## config.mk

```make
export PLATFORM = sky130hd
export DESIGN_NAME = spi_regport
export DESIGN_NICKNAME = d
export VERILOG_FILES = /design/src/rtl/spi_regport_pkg.sv /design/src/rtl/spi_rx_engine.sv /design/src/rtl/spi_reg_bank.sv /design/src/rtl/spi_tx_driver.sv /design/src/rtl/spi_regport.sv
export SDC_FILE = /design/constraint.sdc
export NUM_CORES = 1
export LEC_CHECK = 0
export CORE_MARGIN = 2
export CORE_UTILIZATION = 33
export CTS_CLUSTER_SIZE = 28
export DETAILED_ROUTE_END_ITERATION = 8
export GPL_ROUTABILITY_DRIVEN = 0
export HOLD_SLACK_MARGIN = 0.15
export PLACE_DENSITY = 0.49
export SYNTH_ARGS = -nofsm -noshare
export SYNTH_HDL_FRONTEND = slang
export SYNTH_SLANG_ARGS = --single-unit
export TNS_END_PERCENT = 10
```

## constraint.sdc

```tcl
create_clock -name sclk -period 3.4 [get_ports sclk]
set_input_delay 0.34 -clock sclk [delete_from_list [all_inputs] [get_ports sclk]]
set_output_delay 0.34 -clock sclk [all_outputs]
set_load 0.01 [all_outputs]
```

## src/rtl/spi_regport_pkg.sv

```systemverilog
package spi_regport_pkg;
  localparam int BYTE_W = 8;
  localparam int ADDR_W = 5;
  localparam int CNT_W  = 2;
  localparam int BIT_W  = $clog2(BYTE_W);

  typedef enum logic [1:0] {
    PH_INSTR = 2'd0,
    PH_DATA  = 2'd1,
    PH_DONE  = 2'd2
  } phase_t;
endpackage

```

## src/rtl/spi_rx_engine.sv

```systemverilog
module spi_rx_engine
  import spi_regport_pkg::*;
(
  input  logic              sclk,
  input  logic              rst,
  input  logic              cs_n,
  input  logic              din,
  input  logic              lsb_first,
  output phase_t            phase,
  output logic              is_read,
  output logic [BIT_W-1:0]  bit_cnt,
  output logic [ADDR_W-1:0] cur_addr,
  output logic              we,
  output logic [BYTE_W-1:0] wdata,
  output logic              read_start
);
  logic [BYTE_W-1:0] shreg;
  logic [BYTE_W-1:0] byte_nxt;
  logic [CNT_W-1:0]  left;
  logic              step_up;
  logic              last_bit;

  // The incoming bit enters at the end that matches the current bit order.
  always_comb begin
    if (lsb_first) byte_nxt = {din, shreg[BYTE_W-1:1]};
    else           byte_nxt = {shreg[BYTE_W-2:0], din};
  end

  assign last_bit   = (bit_cnt == BIT_W'(BYTE_W - 1));
  assign we         = !cs_n && (phase == PH_DATA) && !is_read && last_bit;
  assign wdata      = byte_nxt;
  assign read_start = !cs_n && (phase == PH_INSTR) && last_bit && byte_nxt[BYTE_W-1];

  // A high cs_n clears the transaction state at once, which discards any partial byte.
  always_ff @(posedge sclk or posedge cs_n) begin
    if (cs_n) begin
      shreg    <= '0;
      bit_cnt  <= '0;
      phase    <= PH_INSTR;
      is_read  <= 1'b0;
      left     <= '0;
      cur_addr <= '0;
      step_up  <= 1'b0;
    end else if (rst) begin
      shreg    <= '0;
      bit_cnt  <= '0;
      phase    <= PH_INSTR;
      is_read  <= 1'b0;
      left     <= '0;
      cur_addr <= '0;
      step_up  <= 1'b0;
    end else begin
      shreg   <= byte_nxt;
      bit_cnt <= bit_cnt + 1'b1;
      if (last_bit) begin
        case (phase)
          PH_INSTR: begin
            is_read  <= byte_nxt[7];
            left     <= byte_nxt[6:5];
            cur_addr <= byte_nxt[ADDR_W-1:0];
            step_up  <= lsb_first;
            phase    <= PH_DATA;
          end
          PH_DATA: begin
            if (left == '0) begin
              phase <= PH_DONE;
            end else begin
              left     <= left - 1'b1;
              cur_addr <= step_up ? cur_addr + 1'b1 : cur_addr - 1'b1;
            end
          end
          default: ;
        endcase
      end
    end
  end

  // a completed instruction byte always moves the engine into the data phase
  a_r1_instr_to_data: assert property (@(posedge sclk) disable iff (rst || cs_n)
    (phase == PH_INSTR && last_bit) |=> (phase == PH_DATA && bit_cnt == '0));

  // between bytes the address moves by one in the direction latched at decode
  a_r5_addr_step: assert property (@(posedge sclk) disable iff (rst || cs_n)
    (phase == PH_DATA && last_bit && left != '0) |=>
      (cur_addr == (step_up ? ADDR_W'($past(cur_addr) + 1'b1)
                            : ADDR_W'($past(cur_addr) - 1'b1))));
endmodule

```

## src/rtl/spi_reg_bank.sv

```systemverilog
module spi_reg_bank
  import spi_regport_pkg::*;
#(
  parameter int NREG = 8
) (
  input  logic              sclk,
  input  logic              rst,
  input  logic              we,
  input  logic [ADDR_W-1:0] waddr,
  input  logic [BYTE_W-1:0] wdata,
  input  logic [ADDR_W-1:0] raddr,
  output logic [BYTE_W-1:0] rdata,
  output logic              lsb_first,
  output logic              wire3
);
  localparam int IDX_W = (NREG > 1) ? $clog2(NREG) : 1;

  logic [BYTE_W-1:0] mem [NREG];

  // Each register is its own flop group, so reset clears all of them and register 0 feeds the mode bits directly.
  for (genvar i = 0; i < NREG; i++) begin : g_reg
    always_ff @(posedge sclk) begin
      if (rst)                                    mem[i] <= '0;
      else if (we && waddr == ADDR_W'(i))         mem[i] <= wdata;
    end

    // a register changes only when its own address is written
    a_r10_untouched: assert property (@(posedge sclk) disable iff (rst)
      (!we || waddr != ADDR_W'(i)) |=> $stable(mem[i]));
  end

  always_comb begin
    if (raddr < ADDR_W'(NREG)) rdata = mem[raddr[IDX_W-1:0]];
    else                       rdata = '0;
  end

  assign lsb_first = mem[0][6];
  assign wire3     = mem[0][7];

  // a write to register 0 changes the mode bits on the very next edge
  a_r7_mode_now: assert property (@(posedge sclk) disable iff (rst)
    (we && waddr == '0) |=> ({wire3, lsb_first} == $past(wdata[7:6])));

  // reset returns to bit-7-first, 4-wire operation
  a_r11_reset_mode: assert property (@(posedge sclk)
    rst |=> (!lsb_first && !wire3));
endmodule

```

## src/rtl/spi_tx_driver.sv

```systemverilog
module spi_tx_driver
  import spi_regport_pkg::*;
(
  input  logic              sclk,
  input  logic              rst,
  input  logic              cs_n,
  input  logic              active,
  input  logic [BIT_W-1:0]  bit_cnt,
  input  logic              lsb_first,
  input  logic              wire3,
  input  logic [BYTE_W-1:0] rdata,
  output logic              sdo,
  output logic              sdo_oe,
  output logic              sdio_out,
  output logic              sdio_oe
);
  logic bit_sel;

  always_comb begin
    if (lsb_first) bit_sel = rdata[bit_cnt];
    else           bit_sel = rdata[BIT_W'(BYTE_W - 1) - bit_cnt];
  end

  always_ff @(negedge sclk or posedge cs_n) begin
    if (cs_n) begin
      sdo      <= 1'b0;
      sdo_oe   <= 1'b0;
      sdio_out <= 1'b0;
      sdio_oe  <= 1'b0;
    end else begin
      sdo      <= bit_sel;
      sdio_out <= bit_sel;
      sdo_oe   <= active && !wire3;
      sdio_oe  <= active && wire3;
    end
  end

  // only one pin is driven at any time
  a_r9_one_driver: assert property (@(posedge sclk) disable iff (rst)
    !(sdo_oe && sdio_oe));

  // an idle frame leaves both pins released
  a_r9_idle_released: assert property (@(posedge sclk) disable iff (rst)
    cs_n |-> (!sdo_oe && !sdio_oe));
endmodule

```

## src/rtl/spi_regport.sv

```systemverilog
module spi_regport
  import spi_regport_pkg::*;
#(
  parameter int NREG = 8
) (
  input  logic sclk,
  input  logic rst,
  input  logic cs_n,
  input  logic sdio_in,
  output logic sdio_out,
  output logic sdio_oe,
  output logic sdo,
  output logic sdo_oe
);
  phase_t            phase;
  logic              is_read;
  logic [BIT_W-1:0]  bit_cnt;
  logic [ADDR_W-1:0] cur_addr;
  logic              we;
  logic [BYTE_W-1:0] wdata;
  logic              read_start;
  logic [BYTE_W-1:0] rdata;
  logic              lsb_first;
  logic              wire3;

  spi_rx_engine u_rx (
    .sclk       (sclk),
    .rst        (rst),
    .cs_n       (cs_n),
    .din        (sdio_in),
    .lsb_first  (lsb_first),
    .phase      (phase),
    .is_read    (is_read),
    .bit_cnt    (bit_cnt),
    .cur_addr   (cur_addr),
    .we         (we),
    .wdata      (wdata),
    .read_start (read_start)
  );

  spi_reg_bank #(.NREG(NREG)) u_bank (
    .sclk      (sclk),
    .rst       (rst),
    .we        (we),
    .waddr     (cur_addr),
    .wdata     (wdata),
    .raddr     (cur_addr),
    .rdata     (rdata),
    .lsb_first (lsb_first),
    .wire3     (wire3)
  );

  spi_tx_driver u_tx (
    .sclk      (sclk),
    .rst       (rst),
    .cs_n      (cs_n),
    .active    (phase == PH_DATA && is_read),
    .bit_cnt   (bit_cnt),
    .lsb_first (lsb_first),
    .wire3     (wire3),
    .rdata     (rdata),
    .sdo       (sdo),
    .sdo_oe    (sdo_oe),
    .sdio_out  (sdio_out),
    .sdio_oe   (sdio_oe)
  );

  // a read instruction gives a driven pin by the next rising edge
  a_r3_first_bit: assert property (@(posedge sclk) disable iff (rst || cs_n)
    read_start |=> (sdo_oe || sdio_oe));
endmodule

```

Word-level counts from Yosys, hierarchy flattened
Memory sizes are Yosys's and may differ from the RTL's.
Cells that the tools add are included.
W data, S select, Z words.
- $add $sub $neg: 5
- order comparisons: 3
- eq/ne operators: 11
- multiplexer cells: 62
- bitwise operators: 8
- reduce and logical (&&, ||, !) cells: 26
- operators by type and width (operator ; number):
    $mux W8 ; 11
    $mux W1 ; 35
    $eq A5 B3 Y1 const B ; 4
    $mux W5 ; 4
    $logic_and A1 B1 Y1 ; 14
    $mux W2 ; 6
    $eq A5 B2 Y1 const B ; 2
    $pmux W5 S2 ; 1
    $lt A3 B4 Y1 const B ; 2
    $or A1 B1 Y1 ; 8
    $pmux W2 S2 ; 2
    $bmux W1 S3 ; 2
    $reduce_and A3 Y1 ; 2
    $add A5 B1 Y5 const B ; 1
    $eq A5 B1 Y1 const B ; 1
    $logic_not A5 Y1 ; 1
    $lt A5 B4 Y1 const B ; 1
    $sub A5 B1 Y5 const B ; 1
    $logic_not A2 Y1 ; 2
    $reduce_bool A2 Y1 ; 2
    $add A3 B1 Y3 const B ; 1
    $eq A3 B3 Y1 const B ; 1
    $logic_not A1 Y1 ; 3
    $mux W3 ; 1
    7 further kinds ; 7
- flip-flop bits (word level): 25
- bits in writable memories: 64
- input bits: 4
- word-level logic and storage cells: 126
- memories: 1
- memories (memory ; depth ; bits a word ; rd ports ; clocked after memory_dff ; write ports ; line ; text):
    u_bank.mem ; 8 ; 8 ; 2 ; 0 ; 8 ; spi_reg_bank.sv:18 ; logic [BYTE_W-1:0] mem [NREG];

Longest topological paths before layout
- depth in word-level cells: 9
- gate-level depth with buffers: 9

Hierarchy
Synthesis repeated with hierarchy kept, for this count alone.
- cell total of the unflattened synthesis: 366
- area total of the unflattened synthesis: 4388.0 um^2
- by module, submodules not included (module ; instances ; cells each ; area each (um^2)):
    spi_reg_bank ; 1 ; 238 ; 3012.9
    spi_rx_engine ; 1 ; 113 ; 1132.3
    spi_tx_driver ; 1 ; 14 ; 234.0
    spi_regport ; 1 ; 1 ; 8.8

==> flow_summary_export.csv <==
group,metric,value,unit
floorplanning,core_area,12700,µm²
status,status,"finished, violations left",
synth,synth_top_flop_cell,"edfxtp_1",
finish,area_growth,23.3,%
routing,wl_met1,4980,µm
clocking,insertion_delay,0.35,ns
synth,synth-seq-cells,89,
routing,met3_length,609,µm
worst_setup_path,worst_setup_path_end_kind,"flip-flop",
routing,first_iter_violations,209,
timing,slew_headroom,43.8,%
floorplanning,initial_core_util,33.9,%
synth,synth_area_per_cell,11.3,µm²
synth,synthArstFlopShare,28.1,%
finish,diodes,0,
clocking,clockBufferDepth,2,
synth,syn_area,4300,µm²
timing,tightestPinTransition,0.840,ns
power_and_ir_drop,p_seq_share,48.0,%
routing,wl_per_cell,18.7,µm
clocking,cts_tree,"done",
routing,postRouteAntennaNets,0,
timing,rsz0062_at_grt,"true",
finish,final_core_util,41.8,%
job,max-cap-violations,0,
synth,synth_area_leader_cell,"edfxtp_1",
global_routing,grt_overflow,0,
worst_setup_path,critPathKind,"reg2reg",
global_routing,grt_pass1_vias,3009,
clocking,cts_inserted_buffers,9,
finish,fin_area,5300,µm²
power_and_ir_drop,fin_total_pwr,2.56,mW
clocking,cts_hold_buf,0,
timing,setup_viol,1,
power_and_ir_drop,comb_power_share,9.3,%
status,violations,"setup timing",
synth,synth_edf_count,64,
hold_path,hold_class,"in2async",
routing,dr_wl_met2,5230,µm
worst_setup_path,cp_cell_sequence,"buf_12 > buf_16 > mux2i_1 > o22ai_1 > or2_4 > a31o_2 > o22ai_2 > o2111ai_1",
timing,finalHoldViolCount,0,
worst_setup_path,r2r_slack,-0.23,ns
clocking,cts.htree.levels,3,
synth,synth_warnings,0,
power_and_ir_drop,leakagePower,1.96,nW
routing,vias,2959,
timing,skew,0.00718,ns
synth,ys_top_cells_by_area,"edfxtp_1 (45%), dfrtp_1 (13%), mux2i_1 (10%)",
floorplanning,fp.dieH,118,µm
clocking,cts_sinks,89,
routing,dr.max_layer_used,"met4",
worst_setup_path,critPathSlowestCell,"dfrtp_2",
finish,drive_gt1_share,24.0,%
timing,worst_slack,-0.230,ns
routing,drc,0,
floorplanning,fp.dieW,118,µm
power_and_ir_drop,power.internal,1.99,mW
floorplanning,rows,41,
worst_setup_path,required,1.88,ns
synth,synth_nets,390,
timing,final_max_slew_viol_count,0,
power_and_ir_drop,power.density,482,nW/µm²
placement,place_area,4740,µm²
timing,holdWs,0.258,ns
floorplanning,die_area,14000,µm²
synth,ys_types,45,
finish,fin_nets,419,
synth,ys_seq_area_share,59.3,%
global_routing,antenna_found_initial,0,
worst_setup_path,critPathMaxStageDelay,0.46,ns
routing,dr.pass1.iters,4,
global_routing,grt_usage,17.0,%
clocking,clk_pin_slew_worst_paths,0.06,ns
power_and_ir_drop,irDropWorstVdd,0.000286,V
placement,port_buffers,7,
power_and_ir_drop,p_sw_share,22.2,%
routing,viasPerCell,5.06,
power_and_ir_drop,p_switching,566,µW
routing,routed_wl,11000,µm
finish,fillers,1255,
worst_setup_path,cp_max_fo,7,
worst_setup_path,arrival,2.11,ns
synth,synth_top_area_share,44.7,%
global_routing,grt_pass1_wl,17500,µm
worst_setup_path,worst_setup_path_start_kind,"flip-flop",
power_and_ir_drop,clkPwrFrac,42.7,%
synth,syn_inst,379,
placement,post-dp-hpwl,7640,µm
global_routing,grt_max_degree,31,
clocking,root_buffer,"clkbuf_16",
placement,place_ws,-0.252,ns
floorplanning,top_level_ports,8,
-- layout by cell type, fill, tap and decap left out, drive strengths merged, types with 3 or more instances in the layout --
cell type       n
nor2           84
edfxtp         64
mux2i          43
buf            38
dfrtp          22
o22ai          20
nand2          16
inv            16
nand2b         11
clkbuf         11
or2            10
a21oi           8
ha              7
clkdlybuf4s50   6
nor3            6
nor2b           4
o21ai           4
o22a            3
dfrtn           3
nor4            3
or4b            3
-- worst paths after layout --
kind / startpoint / endpoint / cells after the start
max in group asynchronous: cs_n / u_tx.sdo / 2
setup / recovery: u_rx.cur_addr[1] / u_tx.sdo / 8
min in group sclk: u_rx.left[1] / u_rx.left[1] / 1
hold reg to reg: u_rx.left[1] / u_rx.left[1] / 1
setup reg to reg: u_rx.cur_addr[1] / u_tx.sdo / 8
hold / removal: cs_n / u_rx.bit_cnt[2] / 2
-- kinds of logic (layout without fill, tap and decap cells) --
group | Yosys count | after routing | synth area share [%]
simple gates | 144 | 144 | 15.8
flops | 89 | 89 | 59.3
compound gates | 51 | 51 | 8.24
mux | 44 | 44 | 10.3
buf+inv | 43 | 77 | 4.22
fa+ha+maj | 7 | 7 | 2.04
xor+xnor | 1 | 1 | 0.204
-- flip-flops by register name, indices dropped and copies added (netlist names) --
signal,flops
u_rx.phase,2
u_tx.sdio_oe,1
u_tx.sdo,1
u_bank.mem,64
u_rx.shreg,8
u_rx.step_up,1
u_rx.bit_cnt,3
u_rx.cur_addr,5
u_rx.left,2
u_rx.is_read,1
u_tx.sdo_oe,1
-- what timing repair did --
item                       in CTS  in global routing
setup buffers                   3                  0
gates cloned                    1                  0
pin swaps                       5                  6
gates resized for setup        12                 24
setup endpoints to repair       1                  2
-- cell type report --
type                       count  area, µm²  share of cell area (%)
tap                          172        215                    4.06
clock buffer                  11        253                    4.77
inverter                      16       60.1                    1.13
timing repair buffer          45        427                    8.05
multi-input combinational    247       1720                    32.5
sequential                    89       2550                    48.1
clock inverter                 5       77.6                    1.46
-- stage by stage --
stage / std cells / setup TNS, ns
floorplan: 379 / -0.229
CTS: 585 / -0.239
detailed placement: 565 / -0.252
global route: 585 / -0.361
global placement: 565 / -0.265
finish: 585 / -0.230
-- layer usage --
| layer | GRT usage, % | vias to the layer above |
|---|---|---|
| met5 | 0 | - |
| li1 | - | 1410 |
| met1 | 22.7 | 1493 |
| met2 | 26.7 | 48 |
| met3 | 4.78 | 8 |
| met4 | 5.57 | 0 |
-- power groups by stage --
| stage | registers (mW) | clock network (mW) | logic, mW |
|---|---|---|---|
| floorplan | 1.24 | 0 | 0.139 |
| global placement | 1.25 | 0 | 0.207 |
| detailed placement | 1.25 | 0 | 0.209 |
| CTS | 1.23 | 1.12 | 0.224 |
| global route | 1.23 | 1.16 | 0.260 |
| finish | 1.23 | 1.09 | 0.238 |
-- cell usage after synthesis (8+ instances only) --
cell type	instances
inv_1	16
edfxtp_1	64
a21oi_1	8
nor2_1	84
clkbuf_1	17
nand2b_1	11
dfrtp_1	22
or2_2	10
mux2i_1	43
o22ai_1	19
nand2_1	16
-- critical path: cells and delay by family, from the launching register on --
family          cells  cell delay [ns]
compound gates      4             0.59
flops               1             0.46
buf+inv             2             0.29
simple gates        1             0.25
mux                 1             0.18
Power figures use the tool's default switching activity.
